## config.mk

```make
export PLATFORM = sky130hd
export DESIGN_NAME = keyguard_top
export DESIGN_NICKNAME = d
export VERILOG_FILES = /design/src/rtl/keyguard_pkg.sv /design/src/rtl/kg_tracker.sv /design/src/rtl/kg_status.sv /design/src/rtl/kg_decode.sv /design/src/rtl/keyguard_top.sv
export SDC_FILE = /design/constraint.sdc
export NUM_CORES = 1
export LEC_CHECK = 0
export BUFFER_PORTS_ARGS = -buffer_cell sky130_fd_sc_hd__buf_2
export CAP_MARGIN = 20
export CORE_MARGIN = 2
export CORE_UTILIZATION = 52
export DETAILED_ROUTE_END_ITERATION = 12
export PLACE_DENSITY_LB_ADDON = 0.2
export SLEW_MARGIN = 20
export SYNTH_ARGS = -nofsm -noshare
export SYNTH_HDL_FRONTEND = slang
export SYNTH_SLANG_ARGS = --single-unit
```

## constraint.sdc

```tcl
create_clock -name clk -period 2.1 [get_ports clk]
set_clock_uncertainty 0.1 [all_clocks]
set_input_delay 0 -clock clk [delete_from_list [all_inputs] [get_ports clk]]
set_output_delay 0 -clock clk [all_outputs]
set_load 0.01 [all_outputs]
```

## src/rtl/keyguard_pkg.sv

```systemverilog
package keyguard_pkg;

    localparam int NREG        = 2;
    localparam int REG_PWR     = 0;
    localparam int REG_CLK     = 1;
    localparam int SLOT_DATA   = 0;
    localparam int SLOT_KEY1   = 1;
    localparam int SLOT_KEY2   = 2;
    localparam int REG_STRIDE  = 4;
    localparam int STATUS_ADDR = 8;
    localparam int DIV_W       = 3;

    localparam logic [3:0] MODE_NAP = 4'b1110;

    typedef enum logic [1:0] {
        TK_IDLE   = 2'd0,
        TK_ARMED  = 2'd1,
        TK_LOADED = 2'd2
    } tk_state_e;

    typedef struct packed {
        logic [DIV_W-1:0] div;
        logic             nap;
    } pwr_decode_t;

    function automatic int slot_addr(input int reg_idx, input int slot);
        return reg_idx * REG_STRIDE + slot;
    endfunction

    function automatic logic [7:0] first_key(input int reg_idx);
        return (reg_idx == REG_PWR) ? 8'h01 : 8'hAA;
    endfunction

    function automatic logic [7:0] second_key(input int reg_idx);
        return (reg_idx == REG_PWR) ? 8'hF4 : 8'h55;
    endfunction

    function automatic logic [7:0] reset_value(input int reg_idx);
        return (reg_idx == REG_PWR) ? 8'h7B : 8'h00;
    endfunction

endpackage

```

## src/rtl/kg_tracker.sv

```systemverilog
module kg_tracker
    import keyguard_pkg::*;
#(
    parameter int              ADDR_W  = 4,
    parameter int              DATA_W  = 8,
    parameter int              A_DATA  = 0,
    parameter int              A_KEY1  = 1,
    parameter int              A_KEY2  = 2,
    parameter logic [DATA_W-1:0] KEY1    = '0,
    parameter logic [DATA_W-1:0] KEY2    = '0,
    parameter logic [DATA_W-1:0] RST_VAL = '0
) (
    input  logic              clk,
    input  logic              rst,
    input  logic              wr_en,
    input  logic [ADDR_W-1:0] wr_addr,
    input  logic [DATA_W-1:0] wr_data,
    output logic [DATA_W-1:0] live_q,
    output logic              reject_o
);

    localparam logic [ADDR_W-1:0] ADR_D  = ADDR_W'(A_DATA);
    localparam logic [ADDR_W-1:0] ADR_K1 = ADDR_W'(A_KEY1);
    localparam logic [ADDR_W-1:0] ADR_K2 = ADDR_W'(A_KEY2);

    tk_state_e         state_q, state_d;
    logic [DATA_W-1:0] shadow_q;
    logic              hit_d, hit_k1, hit_k2, own_hit;
    logic              key1_ok, key2_ok;
    logic              capture, commit;

    assign hit_d   = wr_en && (wr_addr == ADR_D);
    assign hit_k1  = wr_en && (wr_addr == ADR_K1);
    assign hit_k2  = wr_en && (wr_addr == ADR_K2);
    assign own_hit = hit_d || hit_k1 || hit_k2;
    assign key1_ok = hit_k1 && (wr_data == KEY1);
    assign key2_ok = hit_k2 && (wr_data == KEY2);

    always_comb begin
        state_d  = state_q;
        capture  = 1'b0;
        commit   = 1'b0;
        reject_o = 1'b0;
        if (wr_en) begin
            unique case (state_q)
                TK_IDLE: begin
                    if (key1_ok) begin
                        state_d = TK_ARMED;
                    end else if (own_hit) begin
                        reject_o = 1'b1;
                    end
                end
                TK_ARMED: begin
                    if (hit_d) begin
                        capture = 1'b1;
                        state_d = TK_LOADED;
                    end else begin
                        reject_o = 1'b1;
                        state_d  = TK_IDLE;
                    end
                end
                TK_LOADED: begin
                    if (key2_ok) begin
                        commit = 1'b1;
                    end else begin
                        reject_o = 1'b1;
                    end
                    state_d = TK_IDLE;
                end
                default: state_d = TK_IDLE;
            endcase
        end
    end

    always_ff @(posedge clk) begin
        if (rst) begin
            state_q  <= TK_IDLE;
            shadow_q <= '0;
            live_q   <= RST_VAL;
        end else begin
            state_q <= state_d;
            if (capture) shadow_q <= wr_data;
            if (commit)  live_q   <= shadow_q;
        end
    end

    // the live value only moves after a correct second key in the loaded state
    a_r2_commit_needs_key2 : assert property (@(posedge clk) disable iff (rst)
        (live_q != $past(live_q)) |->
            $past(state_q == TK_LOADED && wr_en && wr_addr == ADR_K2 && wr_data == KEY2));

    // a data write with no armed sequence leaves the register alone
    a_r7_idle_data_ignored : assert property (@(posedge clk) disable iff (rst)
        (state_q == TK_IDLE && hit_d) |=> ($stable(live_q) && state_q == TK_IDLE));

    // a foreign write while armed drops back to idle
    a_r6_foreign_aborts : assert property (@(posedge clk) disable iff (rst)
        (state_q == TK_ARMED && wr_en && !hit_d) |=> (state_q == TK_IDLE && $stable(live_q)));

    // cycles without a write keep the tracker where it is
    a_r4_hold_without_write : assert property (@(posedge clk) disable iff (rst)
        !wr_en |=> $stable(state_q));

endmodule

```

## src/rtl/kg_status.sv

```systemverilog
module kg_status
    import keyguard_pkg::*;
#(
    parameter int N = NREG
) (
    input  logic         clk,
    input  logic         rst,
    input  logic [N-1:0] reject_i,
    input  logic         clear_i,
    output logic [N-1:0] flags_q
);

    always_ff @(posedge clk) begin
        if (rst) begin
            flags_q <= '0;
        end else if (clear_i) begin
            flags_q <= reject_i;
        end else begin
            flags_q <= flags_q | reject_i;
        end
    end

    // a reject always lands in the flags, even during a clearing read
    a_r8_set_wins : assert property (@(posedge clk) disable iff (rst)
        (|reject_i) |=> ((flags_q & $past(reject_i)) == $past(reject_i)));

    // without a clear, flags never drop
    a_r8_sticky : assert property (@(posedge clk) disable iff (rst)
        !clear_i |=> ((flags_q & $past(flags_q)) == $past(flags_q)));

endmodule

```

## src/rtl/kg_decode.sv

```systemverilog
module kg_decode
    import keyguard_pkg::*;
#(
    parameter int DATA_W = 8
) (
    input  logic [DATA_W-1:0] pwr_value,
    output pwr_decode_t       dec
);

    always_comb begin
        dec.div = pwr_value[DIV_W-1:0];
        dec.nap = (pwr_value[6:3] == MODE_NAP);
    end

endmodule

```

## src/rtl/keyguard_top.sv

```systemverilog
module keyguard_top
    import keyguard_pkg::*;
#(
    parameter int ADDR_W = 4,
    parameter int DATA_W = 8
) (
    input  logic              clk,
    input  logic              rst,
    input  logic              bus_wr,
    input  logic              bus_rd,
    input  logic [ADDR_W-1:0] bus_addr,
    input  logic [DATA_W-1:0] bus_wdata,
    output logic [DATA_W-1:0] bus_rdata,
    output logic [DATA_W-1:0] pwr_ctrl,
    output logic [DIV_W-1:0]  core_div,
    output logic              nap_req,
    output logic [DATA_W-1:0] clk_src_ctrl,
    output logic [NREG-1:0]   rej_flags
);

    localparam logic [ADDR_W-1:0] ADR_STATUS = ADDR_W'(STATUS_ADDR);

    logic [DATA_W-1:0] live   [NREG];
    logic [NREG-1:0]   reject;
    logic              status_rd;
    pwr_decode_t       pdec;

    for (genvar g = 0; g < NREG; g++) begin : g_reg
        kg_tracker #(
            .ADDR_W  (ADDR_W),
            .DATA_W  (DATA_W),
            .A_DATA  (slot_addr(g, SLOT_DATA)),
            .A_KEY1  (slot_addr(g, SLOT_KEY1)),
            .A_KEY2  (slot_addr(g, SLOT_KEY2)),
            .KEY1    (DATA_W'(first_key(g))),
            .KEY2    (DATA_W'(second_key(g))),
            .RST_VAL (DATA_W'(reset_value(g)))
        ) u_trk (
            .clk      (clk),
            .rst      (rst),
            .wr_en    (bus_wr),
            .wr_addr  (bus_addr),
            .wr_data  (bus_wdata),
            .live_q   (live[g]),
            .reject_o (reject[g])
        );
    end

    assign status_rd = bus_rd && (bus_addr == ADR_STATUS);

    kg_status #(.N(NREG)) u_status (
        .clk      (clk),
        .rst      (rst),
        .reject_i (reject),
        .clear_i  (status_rd),
        .flags_q  (rej_flags)
    );

    kg_decode #(.DATA_W(DATA_W)) u_dec (
        .pwr_value (live[REG_PWR]),
        .dec       (pdec)
    );

    assign pwr_ctrl     = live[REG_PWR];
    assign clk_src_ctrl = live[REG_CLK];
    assign core_div     = pdec.div;
    assign nap_req      = pdec.nap;

    always_comb begin
        bus_rdata = '0;
        if (bus_rd) begin
            if (status_rd) begin
                bus_rdata = DATA_W'(rej_flags);
            end else begin
                for (int i = 0; i < NREG; i++) begin
                    if (bus_addr == ADDR_W'(slot_addr(i, SLOT_DATA))) bus_rdata = live[i];
                end
            end
        end
    end

    // nothing is driven on the read bus without a read strobe
    a_r10_idle_bus_quiet : assert property (@(posedge clk) disable iff (rst)
        !bus_rd |-> (bus_rdata == '0));

    // both registers are back at their reset values right after reset
    a_r1_reset_values : assert property (@(posedge clk)
        $past(rst) |-> (pwr_ctrl == DATA_W'(8'h7B) && clk_src_ctrl == '0 && rej_flags == '0));

endmodule

```

==> results.md, run 1 <==
- Register area: 761 um2
- Sinks on Clock Net: 38
- Gate Count Post-Synth: 205
- Part of the power in combinational logic: 8.4%
- Top routing layer in use: met4
- Number of global-route vias before repair: 1555
- Antenna fix cells: 0
- Register bit total from synthesis: 38
- TritonCTS clock tree: done
- Required @ worst endpoint: 2.22 ns
- Net count after synthesis: 221
- Sw Pwr: 0.290 mW
- Final-report max-slew violation count: 0
- Number of synthesis warnings: 0
- DPL Wire Length: 3.36 mm
- Bufs and invs on worst path: 2
- Maximum clock rate: 0.502 GHz
- Filler cell count: 288
- Post-layout net count: 276
- Area growth, synth to finish: 24.0%
- Die boundary height: 63.1 um
- Leading cell types by total area after synthesis: dfxtp_1 42%, mux2i_1 13%, nand3_1 6.6%
- Fraction of power consumed by the clock network: 32.3%
- Summed negative setup slack over all endpoints: 0 ns
- Global route total overflow: 0
- Num CTS Buffers: 5
- Endpoints failing hold: 0
- Drt via density: 5.50
- Initial antenna violation count: 0
- Number of distinct library cells after synthesis: 33
- Result of the run: finished, final reports clean
- Area occupied by multi-input gates: 972 um2
- Reg power frac: 59.3%
- Clock Tree Buf Depth: 2
- Buffer type at the clock tree root: clkbuf_4
- Number of top-level pins: 46
- Finished layout cell area: 2250 um2
- Library cell contributing the largest single delay on the critical path: or4b_4
- Port-buffer cells: 45
- Post-synthesis cell area: 1820 um2
- Mean post-synth cell area: 8.86 um2
- Met2 wirelength from detailed routing: 2.00 mm
- Path type of the worst min-delay path: in -> reg
- Clock latency of the later-clocked register in the worst-skew pair: 0.33 ns
- Wire length on met3: 260 um
- Final cell count without fillers: 307
- Die W: 63.1 um
- Area of the core: 3340 um2
- Total power: 1.22 mW
- Clock period minus worst slack: 1.99 ns
- Power Density: 541 nW/um2
- Fraction of final layout cells sized beyond drive strength 1: 24.1%
- Crit path cell chain: dlygate4sd3_1, buf_2, or4b_4, or4_1, o21ai_0, a21oi_1
- Residual antenna-violating net count after detailed routing: 0
- Number of max-capacitance violations reported: 0
- Critical path endpoint category: flip-flop
- Register clock-pin slew on the reported worst setup and hold paths: 0.11 ns
- Sequential element share of the synthesized area: 41.9%
- Die ar.: 3980 um2
- CP max FO: 9
- Post-route met1 wirelength: 2.18 mm
- FP Rows: 21
- # Post-CTS Setup Buffers: 0
- Number of placed instances with taps included: 287
- Delay of the slowest critical-path stage: 0.57 ns
- Switching Fraction: 23.8%
- Setup repair after global routing missed its margin: no
- Drt wl/cell: 14.6 um
- Remaining design rule violation count: 0
- Cell family with the largest share of critical-path delay: simple AND/OR/NAND/NOR gates
- Area post-placement: 2060 um2
- Largest net degree at the start of global routing: 19
- Data arrival time at the worst-slack endpoint: 2.12 ns
- Critical path start-end classification: in -> reg
- Total routed wirelength: 4.48 mm
- Via count: 1690
- Cell type with the highest aggregate area in the netlist: dfxtp_1
- Cell-internal power: 0.929 mW
- Worst ir drop on vdd: 0.390 mV
- Final weighted congestion of routability-driven global placement: 0.940
- DRC violation total after the first TritonRoute iteration: 75
- Global-route usage over all layers: 23.8%
- P_leak: 1.00 nW
- Number of H-tree levels: 2
- First-pass GRT wire length: 7.58 mm
- Transition time at the pin with the least slew margin: 0.543 ns
- Launching element type of the critical path: input port
- Fin crit share: 94.9%
- Worst slew margin: 63.7%
- Initial Util: 54.4%
- Router iterations before antenna repair: 4
- Proportion of netlist area held by the largest area contributor: 41.9%
- Number of failing setup endpoints in the final timing report: 0
==> repair_timing <==
item	in CTS	in global routing
endpoints found under the setup margin	0	4
gates resized for setup	0	1
hold buffers	12	0
endpoints found under the hold margin	24	0
==> per-stage QoR <==
stage	setup slack [ns]	util [%]	hold WS, ns
after floorplan	0.527	-	0.0439
after global placement	0.304	61.9	0.184
after detailed placement	0.275	61.9	0.189
after CTS	0.0750	67.4	0.0192
after global routing	0.00655	67.5	0.0499
final	0.107	67.5	0.0228
==> layout make-up <==
class                      count  share of cell area [%]
clock buffer                   6                    2.28
inverter                       4                   0.667
multi-input combinational    149                    43.2
sequential                    38                    33.8
timing repair buffer          62                    17.0
tap                           46                    2.56
clock inverter                 2                   0.556
==> cell families (layout without fill, tap and decap cells) <==
kind of cell / count (synthesis) / count (layout) / synth area share [%]
AND/OR/NAND/NOR: 86 / 86 / 28.0
AO/OA/AOI/OAI: 39 / 39 / 12.1
flip-flops: 38 / 38 / 41.9
multiplexers: 24 / 24 / 13.2
buffers and inverters: 18 / 74 / 4.82
==> cell usage in the layout, fill, tap and decap left out, drive strengths merged <==
master | Yosys | final
a32oi | 2 | 2
buf | 8 | 50
mux2i | 24 | 24
clkinv | 0 | 1
nor2 | 25 | 25
inv | 4 | 4
or4 | 3 | 3
and2b | 1 | 1
nor3b | 2 | 2
nand3 | 24 | 24
nand3b | 4 | 4
nor4bb | 1 | 1
nand4b | 2 | 2
a22oi | 3 | 3
dfxtp | 38 | 38
or3 | 1 | 1
a21oi | 14 | 14
clkinvlp | 0 | 1
nand2 | 6 | 6
nor2b | 2 | 2
or4b | 3 | 3
nand4bb | 1 | 1
o22ai | 2 | 2
a211oi | 1 | 1
o21ai | 16 | 16
clkbuf | 6 | 6
and4b | 1 | 1
a311oi | 1 | 1
dlygate4sd3 | 0 | 12
nand2b | 6 | 6
nor4 | 4 | 4
==> synthesized netlist by cell type <==
cell,n
nor4_4,2
buf_1,1
nor4_1,2
nand4b_1,2
o22ai_1,2
and2b_1,1
nor2b_1,2
o21ai_0,16
a32oi_1,2
nand2b_1,6
nand3_1,24
buf_2,3
nand4bb_1,1
buf_4,4
nand2_1,6
inv_1,4
mux2i_1,24
a211oi_1,1
clkbuf_2,1
a21oi_1,14
nor4bb_1,1
or4b_1,1
nand3b_1,4
dfxtp_1,38
or4b_4,2
or3_1,1
nor3b_1,2
nor2_1,25
and4b_1,1
a22oi_1,3
a311oi_1,1
or4_1,3
clkbuf_1,5
==> path summary, 6_finish.rpt <==
check,startpoint,end,slack (ns),cells after the start
max,bus_wdata[1],g_reg[1].u_trk.live_q[7],0.11,6
min,bus_addr[0],u_status.flags_q[1],0.02,4
max reg2reg,g_reg[0].u_trk.state_q[0],g_reg[0].u_trk.shadow_q[0],0.27,6
min reg2reg,g_reg[1].u_trk.shadow_q[3],g_reg[1].u_trk.live_q[3],0.40,2
==> sequential cells by signal (all words and copies together) (netlist names) <==
register,count
g.u_trk.live_q,16
g.u_trk.shadow_q,16
g.u_trk.state_q,4
u_status.flags_q,2
==> worst register-to-register path, delay by kind of cell, from the launching register on <==
| family | cells | cell delay [ns] |
|---|---|---|
| buffers and inverters | 2 | 0.76 |
| DFF | 1 | 0.40 |
| muxes | 1 | 0.16 |
| and+or+nand+nor | 3 | 0.33 |
==> power by group through the flow <==
stage / clock network [mW] / logic, mW / registers, mW
3_3_place_gp: 0 / 0.0856 / 0.739
5_1_grt: 0.433 / 0.111 / 0.723
4_1_cts: 0.398 / 0.102 / 0.722
3_5_place_dp: 0 / 0.0857 / 0.739
2_1_floorplan: 0 / 0.0474 / 0.739
6_report: 0.394 / 0.102 / 0.722
==> routing by layer <==
metal | up-vias | track usage [%]
met5 | - | 0
met1 | 764 | 33.9
met3 | 6 | 3.75
met2 | 60 | 37.5
li1 | 860 | -
met4 | 0 | 6.39
Note: power is estimated with default switching activity, not from simulation.
==> run 2: changes to the inputs <==
--- a/config.mk
+++ b/config.mk
@@ -9,6 +9,7 @@
 export CAP_MARGIN = 20
 export CORE_MARGIN = 2
 export CORE_UTILIZATION = 52
+export CTS_BUF_LIST = sky130_fd_sc_hd__clkbuf_16
 export DETAILED_ROUTE_END_ITERATION = 12
 export PLACE_DENSITY_LB_ADDON = 0.2
 export SLEW_MARGIN = 20
==> run 2 against run 1 <==
Against the previous run:
- maximum frequency grew 0.64%
- highest routed layer unchanged
- first-iteration DRC count rose by 2.7%
- setup slack gained 0.013 ns
==> results.md, run 2 (synthesis results as in run 1) <==
- Setup slack on the worst flop-to-flop path: 0.27 ns (about the same)
- Critical path endpoint category: flip-flop
- Num CTS Buffers: 5 (unchanged)
- Number of H-tree levels: 2 (unchanged)
- Register clock-pin slew on the reported worst setup and hold paths: 0.06 ns (-0.05 ns)
- Residual antenna-violating net count after detailed routing: 0 (unchanged)
- Fraction of final layout cells sized beyond drive strength 1: 23.9% (-0.20 points)
- Result of the run: finished, final reports clean
- Global route total overflow: 0 (unchanged)
- Port-buffer cells: 45 (unchanged)
- Initial Util: 54.4% (unchanged)
- Final setup slack of the worst path: 0.120 ns (+0.0127 ns)
- Number of max-capacitance violations reported: 0 (unchanged)
- Filler cell count: 281 (-2.4%)
- Worst ir drop on vdd: 0.534 mV (+37%)
- Biggest registers after layout: g.u_trk.live_q: 16 flops, g.u_trk.shadow_q: 16 flops, g.u_trk.state_q: 4 flops
- Capturing point of the worst reg2reg path: g_reg[0].u_trk.shadow_q[0]
- Transition time at the pin with the least slew margin: 0.570 ns (+0.0266 ns)
- Fin crit share: 94.3% (-0.60 points)
- Global-route usage over all layers: 24.4% (+0.65 points)
- Final hold slack: 0.0191 ns (-0.00373 ns)
- Data arrival time at the worst-slack endpoint: 2.04 ns (-0.08 ns)
- Clock latency of the later-clocked register in the worst-skew pair: 0.28 ns (-0.05 ns)
- Final-report max-slew violation count: 0 (unchanged)
- Endpoints failing hold: 0 (unchanged)
- Launching element type of the critical path: input port
- Maximum clock rate: 0.505 GHz (+0.64%)
- Die boundary height: 63.1 um (unchanged)
- Area of the core: 3340 um2 (unchanged)
- TritonCTS clock tree: done
- Die ar.: 3980 um2 (unchanged)
- Total routed wirelength: 4.67 mm (+4.3%)
- Finished layout cell area: 2310 um2 (+2.6%)
- Drt wl/cell: 15.3 um (+5.0%)
- Most frequent standard cell in the layout excluding fill and tap cells: buf_2
- Final weighted congestion of routability-driven global placement: 0.940 (unchanged)
- P_leak: 1.02 nW (+2.5%)
- Router iterations before antenna repair: 4 (unchanged)
- Number of top-level pins: 46 (unchanged)
- Required @ worst endpoint: 2.16 ns (-0.06 ns)
- FP Rows: 21 (unchanged)
- Cell family with the largest share of critical-path delay: simple AND/OR/NAND/NOR gates
- Setup Slack @ Placement: 0.275 ns (unchanged)
- Delay of the slowest critical-path stage: 0.56 ns (about the same)
- CP max FO: 4 (-5)
- Path type of the worst min-delay path: in -> reg
- Summed negative setup slack over all endpoints: 0 ns (unchanged)
- Number of instances on the worst hold path: 3 (-1)
- Capture endpoint of the worst hold path: g_reg[1].u_trk.state_q[1]
- Critical path start-end classification: in -> reg
- Die W: 63.1 um (unchanged)
- Number of failing setup endpoints in the final timing report: 0 (unchanged)
- Drt via density: 5.58 (+1.3%)
- Buffer type at the clock tree root: clkbuf_16
- Antenna fix cells: 0 (unchanged)
- Clock period minus worst slack: 1.98 ns (-0.0127 ns)
- Number of global-route vias before repair: 1557 (+0.13%)
- # Post-CTS Setup Buffers: 0 (unchanged)
- Setup repair after global routing missed its margin: no
- Via count: 1701 (+0.65%)
- Sinks on Clock Net: 38 (unchanged)
- Remaining design rule violation count: 0 (unchanged)
- Area growth, synth to finish: 27.1%
- DPL Wire Length: 3.36 mm (unchanged)
- Largest net degree at the start of global routing: 19 (unchanged)
- Bufs and invs on worst path: 2 (unchanged)
- Area post-placement: 2060 um2 (unchanged)
- Clock Tree Buf Depth: 2 (unchanged)
- Highest-count cells in the layout ignoring fill and taps: 45 x buf_2, 38 x dfxtp_1, 25 x nor2_1
- First-pass GRT wire length: 7.75 mm (+2.3%)
- Worst reg2reg path startpoint: g_reg[0].u_trk.state_q[0]
- Worst Reg2Reg Path Length in Cells: 6 (unchanged)
- Library cell contributing the largest single delay on the critical path: or4b_1
- Post-layout net count: 274 (-0.72%)
- DRC violation total after the first TritonRoute iteration: 77 (+2.7%)
- Hold Crit Start: bus_wr
- Worst slew margin: 61.9% (-1.8 points)
- Power Density: 665 nW/um2 (+23%)
- Initial antenna violation count: 0 (unchanged)
- Crit path cell chain: dlygate4sd3_1, buf_2, or4b_1, or4_1, a32oi_1, a211oi_1
run 2: through the flow:
stage	util, %	std cells	power [mW]
after global placement	61.9	287	0.824
final	69.2	305	1.54
after detailed placement	61.9	287	0.824
after CTS	69.1	305	1.54
after global routing	69.2	305	1.58
after floorplan	-	205	0.786
run 2: routing by layer:
layer  vias to the layer above  wire (um)  track usage [%]  share of wire, %
met4                         0         58             8.89               1.2
met3                         7        240             3.75               5.1
met1                       784       2270             33.8                49
li1                        850          -                -                 -
met2                        60       2110             38.6                45
met5                         -          0                0                 0
run 2: repair_timing:
item / 4_1_cts / 5_1_grt
endpoints found under the hold margin: 18 / 0
gates resized for setup: 0 / 1
setup endpoints to repair: 0 / 4
hold buffers: 10 / 0
run 2: layout make-up:
type / count / area [um2] / area share [%]
well taps: 46 / 57.6 / 2.49
clock inverters: 3 / 16.3 / 0.704
repair buffers: 60 / 363 / 15.7
multi-input cells: 149 / 972 / 42.1
inverters: 4 / 15.0 / 0.650
flip-flops and latches: 38 / 761 / 32.9
clock buffers: 5 / 125 / 5.42
run 2: report_power, final:
group / total, mW / internal (mW) / switching (mW)
Sequential: 0.723 / 0.722 / 0.000996
Combinational: 0.0999 / 0.0441 / 0.0557
Clock: 0.714 / 0.433 / 0.281
Total: 1.54 / 1.20 / 0.338
run 2: how the worst max path moves through the flow:
stage	from	to	slack (ns)	cells past startpoint
final	bus_wdata[2]	u_status.flags_q[0]	0.12	6
after global routing	bus_wdata[2]	u_status.flags_q[0]	0.03	6
after CTS	bus_wdata[7]	g_reg[1].u_trk.live_q[6]	0.06	6
after detailed placement	bus_wdata[1]	g_reg[0].u_trk.live_q[4]	0.27	5
after global placement	bus_wdata[1]	g_reg[1].u_trk.live_q[7]	0.30	5
after floorplan	bus_wr	u_status.flags_q[0]	0.53	6
run 2: worst reg2reg max path, cell delays in order (launching register included):
cell and delay (ns):
dfxtp_1 0.38, nor2b_1 0.19, nand3_1 0.09, buf_4 0.21
mux2i_1 0.15, nor2_1 0.05, dlygate4sd3_1 0.55
==> run 3: changes to the inputs <==
--- a/config.mk
+++ b/config.mk
@@ -11,7 +11,7 @@
 export CORE_UTILIZATION = 52
 export CTS_BUF_LIST = sky130_fd_sc_hd__clkbuf_16
 export DETAILED_ROUTE_END_ITERATION = 12
-export PLACE_DENSITY_LB_ADDON = 0.2
+export PLACE_DENSITY = 0.78
 export SLEW_MARGIN = 20
 export SYNTH_ARGS = -nofsm -noshare
 export SYNTH_HDL_FRONTEND = slang
==> constraint.sdc (replaced) <==
create_clock -name clk -period 2.1 [get_ports clk]
set_clock_uncertainty 0.1 [all_clocks]
set_input_delay 0 -clock clk [delete_from_list [all_inputs] [get_ports clk]]
set_output_delay 0 -clock clk [all_outputs]
set_load 0.005 [all_outputs]
==> run 3 against run 2 <==
Against the previous run:
- critical path depth unchanged
- combinational power decreased by 2.1%
- die area unchanged
- flip-flop and latch count unchanged
- sequential power about the same
- global-route usage increased by 1.7 points
- first-iteration DRC count increased by 110%
- critical path type unchanged
- largest power group is now clock
==> results.md, run 3 (synthesis results as in run 1) <==
- Capturing point of the worst reg2reg path: g_reg[1].u_trk.shadow_q[5]
- Total routed wirelength: 4.86 mm (+4.0%)
- Data arrival time at the worst-slack endpoint: 2.03 ns (about the same)
- Worst slew margin: 60.0% (-1.9 points)
- Remaining design rule violation count: 0 (unchanged)
- Most frequent standard cell in the layout excluding fill and tap cells: buf_2
- Num CTS Buffers: 5 (unchanged)
- Number of H-tree levels: 2 (unchanged)
- Via count: 1742 (+2.4%)
- Drt via density: 5.77 (+3.4%)
- Summed negative setup slack over all endpoints: 0 ns (unchanged)
- Fraction of final layout cells sized beyond drive strength 1: 23.8% (-0.11 points)
- Number of max-capacitance violations reported: 0 (unchanged)
- Setup repair after global routing missed its margin: no
- Initial Util: 54.4% (unchanged)
- Maximum clock rate: 0.503 GHz (-0.48%)
- Number of failing setup endpoints in the final timing report: 0 (unchanged)
- Area of the core: 3340 um2 (unchanged)
- Final weighted congestion of routability-driven global placement: 0.889 (-5.4%)
- Crit path cell chain: dlygate4sd3_1, buf_2, or4b_1, or4_1, a32oi_1, a211oi_1
- Global-route usage over all layers: 26.2% (+1.7 points)
- DRC violation total after the first TritonRoute iteration: 163 (+110%)
- Final cell count without fillers: 302 (-0.98%)
- Biggest registers after layout: g.u_trk.live_q: 16 flops, g.u_trk.shadow_q: 16 flops, g.u_trk.state_q: 4 flops
- Number of global-route vias before repair: 1637 (+5.1%)
- Clock latency of the later-clocked register in the worst-skew pair: 0.28 ns (about the same)
- Critical path start-end classification: in -> reg
- Capture endpoint of the worst hold path: g_reg[1].u_trk.state_q[0]
- Endpoints failing hold: 0 (unchanged)
- Antenna fix cells: 0 (unchanged)
- First-pass GRT wire length: 8.03 mm (+3.7%)
- Total power: 1.79 mW (+16%)
- DPL Wire Length: 3.40 mm (+1.2%)
- Transition time at the pin with the least slew margin: 0.600 ns (+0.0304 ns)
- Clock Tree Buf Depth: 2 (unchanged)
- Library cell contributing the largest single delay on the critical path: or4b_1
- CP max FO: 4 (unchanged)
- Worst ir drop on vdd: 0.490 mV (-8.1%)
- TritonCTS clock tree: done
- Die boundary height: 63.1 um (unchanged)
- Area growth, synth to finish: 28.2%
- Die W: 63.1 um (unchanged)
- Drt wl/cell: 16.1 um (+5.1%)
- Area post-placement: 2060 um2 (-0.36%)
- Number of instances on the worst hold path: 3 (unchanged)
- Delay of the slowest critical-path stage: 0.55 ns (about the same)
- Register clock-pin slew on the reported worst setup and hold paths: 0.06 ns (about the same)
- Critical path endpoint category: flip-flop
- Setup slack on the worst flop-to-flop path: 0.45 ns (+0.18 ns)
- Residual antenna-violating net count after detailed routing: 0 (unchanged)
- Clock period minus worst slack: 1.99 ns (+0.00949 ns)
- Required @ worst endpoint: 2.14 ns (-0.02 ns)
- Number of top-level pins: 46 (unchanged)
- Worst reg2reg path startpoint: g_reg[1].u_trk.state_q[1]
- Post-layout net count: 271 (-1.1%)
- Path type of the worst min-delay path: in -> reg
- FP Rows: 21 (unchanged)
- Finished layout cell area: 2330 um2 (+0.87%)
- Largest net degree at the start of global routing: 34 (+15)
- Die ar.: 3980 um2 (unchanged)
- Result of the run: finished, final reports clean
- Number of placed instances with taps included: 286 (-0.35%)
- Highest-count cells in the layout ignoring fill and taps: 45 x buf_2, 38 x dfxtp_1, 25 x nor2_1
- Power Density: 768 nW/um2 (+15%)
- Sinks on Clock Net: 38 (unchanged)
- Launching element type of the critical path: input port
- P_leak: 1.03 nW (+0.81%)
- Port-buffer cells: 45 (unchanged)
- Final-report max-slew violation count: 0 (unchanged)
- Buffer type at the clock tree root: clkbuf_16
- Hold Crit Start: bus_wr
- Router iterations before antenna repair: 4 (unchanged)
- Initial antenna violation count: 0 (unchanged)
- Global route total overflow: 0 (unchanged)
- Fin crit share: 94.8% (+0.45 points)
- Worst Reg2Reg Path Length in Cells: 5 (-1)
-- run 3: worst max path at each step --
stage	start	endpoint
after detailed placement	bus_wdata[1]	g_reg[1].u_trk.live_q[4]
after floorplan	bus_wr	u_status.flags_q[0]
after global routing	bus_wdata[0]	g_reg[1].u_trk.live_q[4]
after CTS	bus_wdata[0]	g_reg[1].u_trk.live_q[4]
final	bus_wdata[2]	u_status.flags_q[0]
after global placement	bus_wdata[1]	g_reg[1].u_trk.live_q[1]
-- run 3: power by group --
part           internal, mW  leakage [nW]  switching [mW]
combinational        0.0418         0.635          0.0561
sequential            0.722         0.306         0.00107
clock                 0.676        0.0915           0.293
total                  1.44          1.03           0.350
-- run 3: routing by layer --
layer	wire length, um	track usage (%)
met4	92	10.6
met2	2270	42.8
met1	2160	32.7
met3	338	6.96
met5	0	0
-- run 3: final cells by class --
type | instances | area (um2)
clock buffers | 5 | 125
clock inverters | 3 | 63.8
fillers | 283 | 1010
inverters | 4 | 15.0
multi-input cells | 149 | 972
flip-flops and latches | 38 | 761
well taps | 46 | 57.6
repair buffers | 57 | 335
-- run 3: repair_timing --
| action | CTS | global route |
|---|---|---|
| endpoints found under the hold margin | 16 | 0 |
| gates resized for setup | 0 | 1 |
| setup endpoints to repair | 0 | 3 |
| buffers inserted | 0 | 0 |
| hold buffers | 8 | 0 |
-- run 3: worst max-delay path: cells and delay by family --
family	cells	cell delay [ns]
AO/OA/AOI/OAI	2	0.31
AND/OR/NAND/NOR	2	1.05
buffers and inverters	2	0.67
-- run 3: per-stage QoR --
step	utilization (%)	setup WS, ns	hold slack [ns]
floorplan	-	0.527	0.0439
global placement	61.6	0.299	0.183
detailed placement	61.6	0.225	0.190
CTS	69.7	0.0355	0.0181
global route	69.8	0.0600	0.0441
finish	69.8	0.110	0.0357
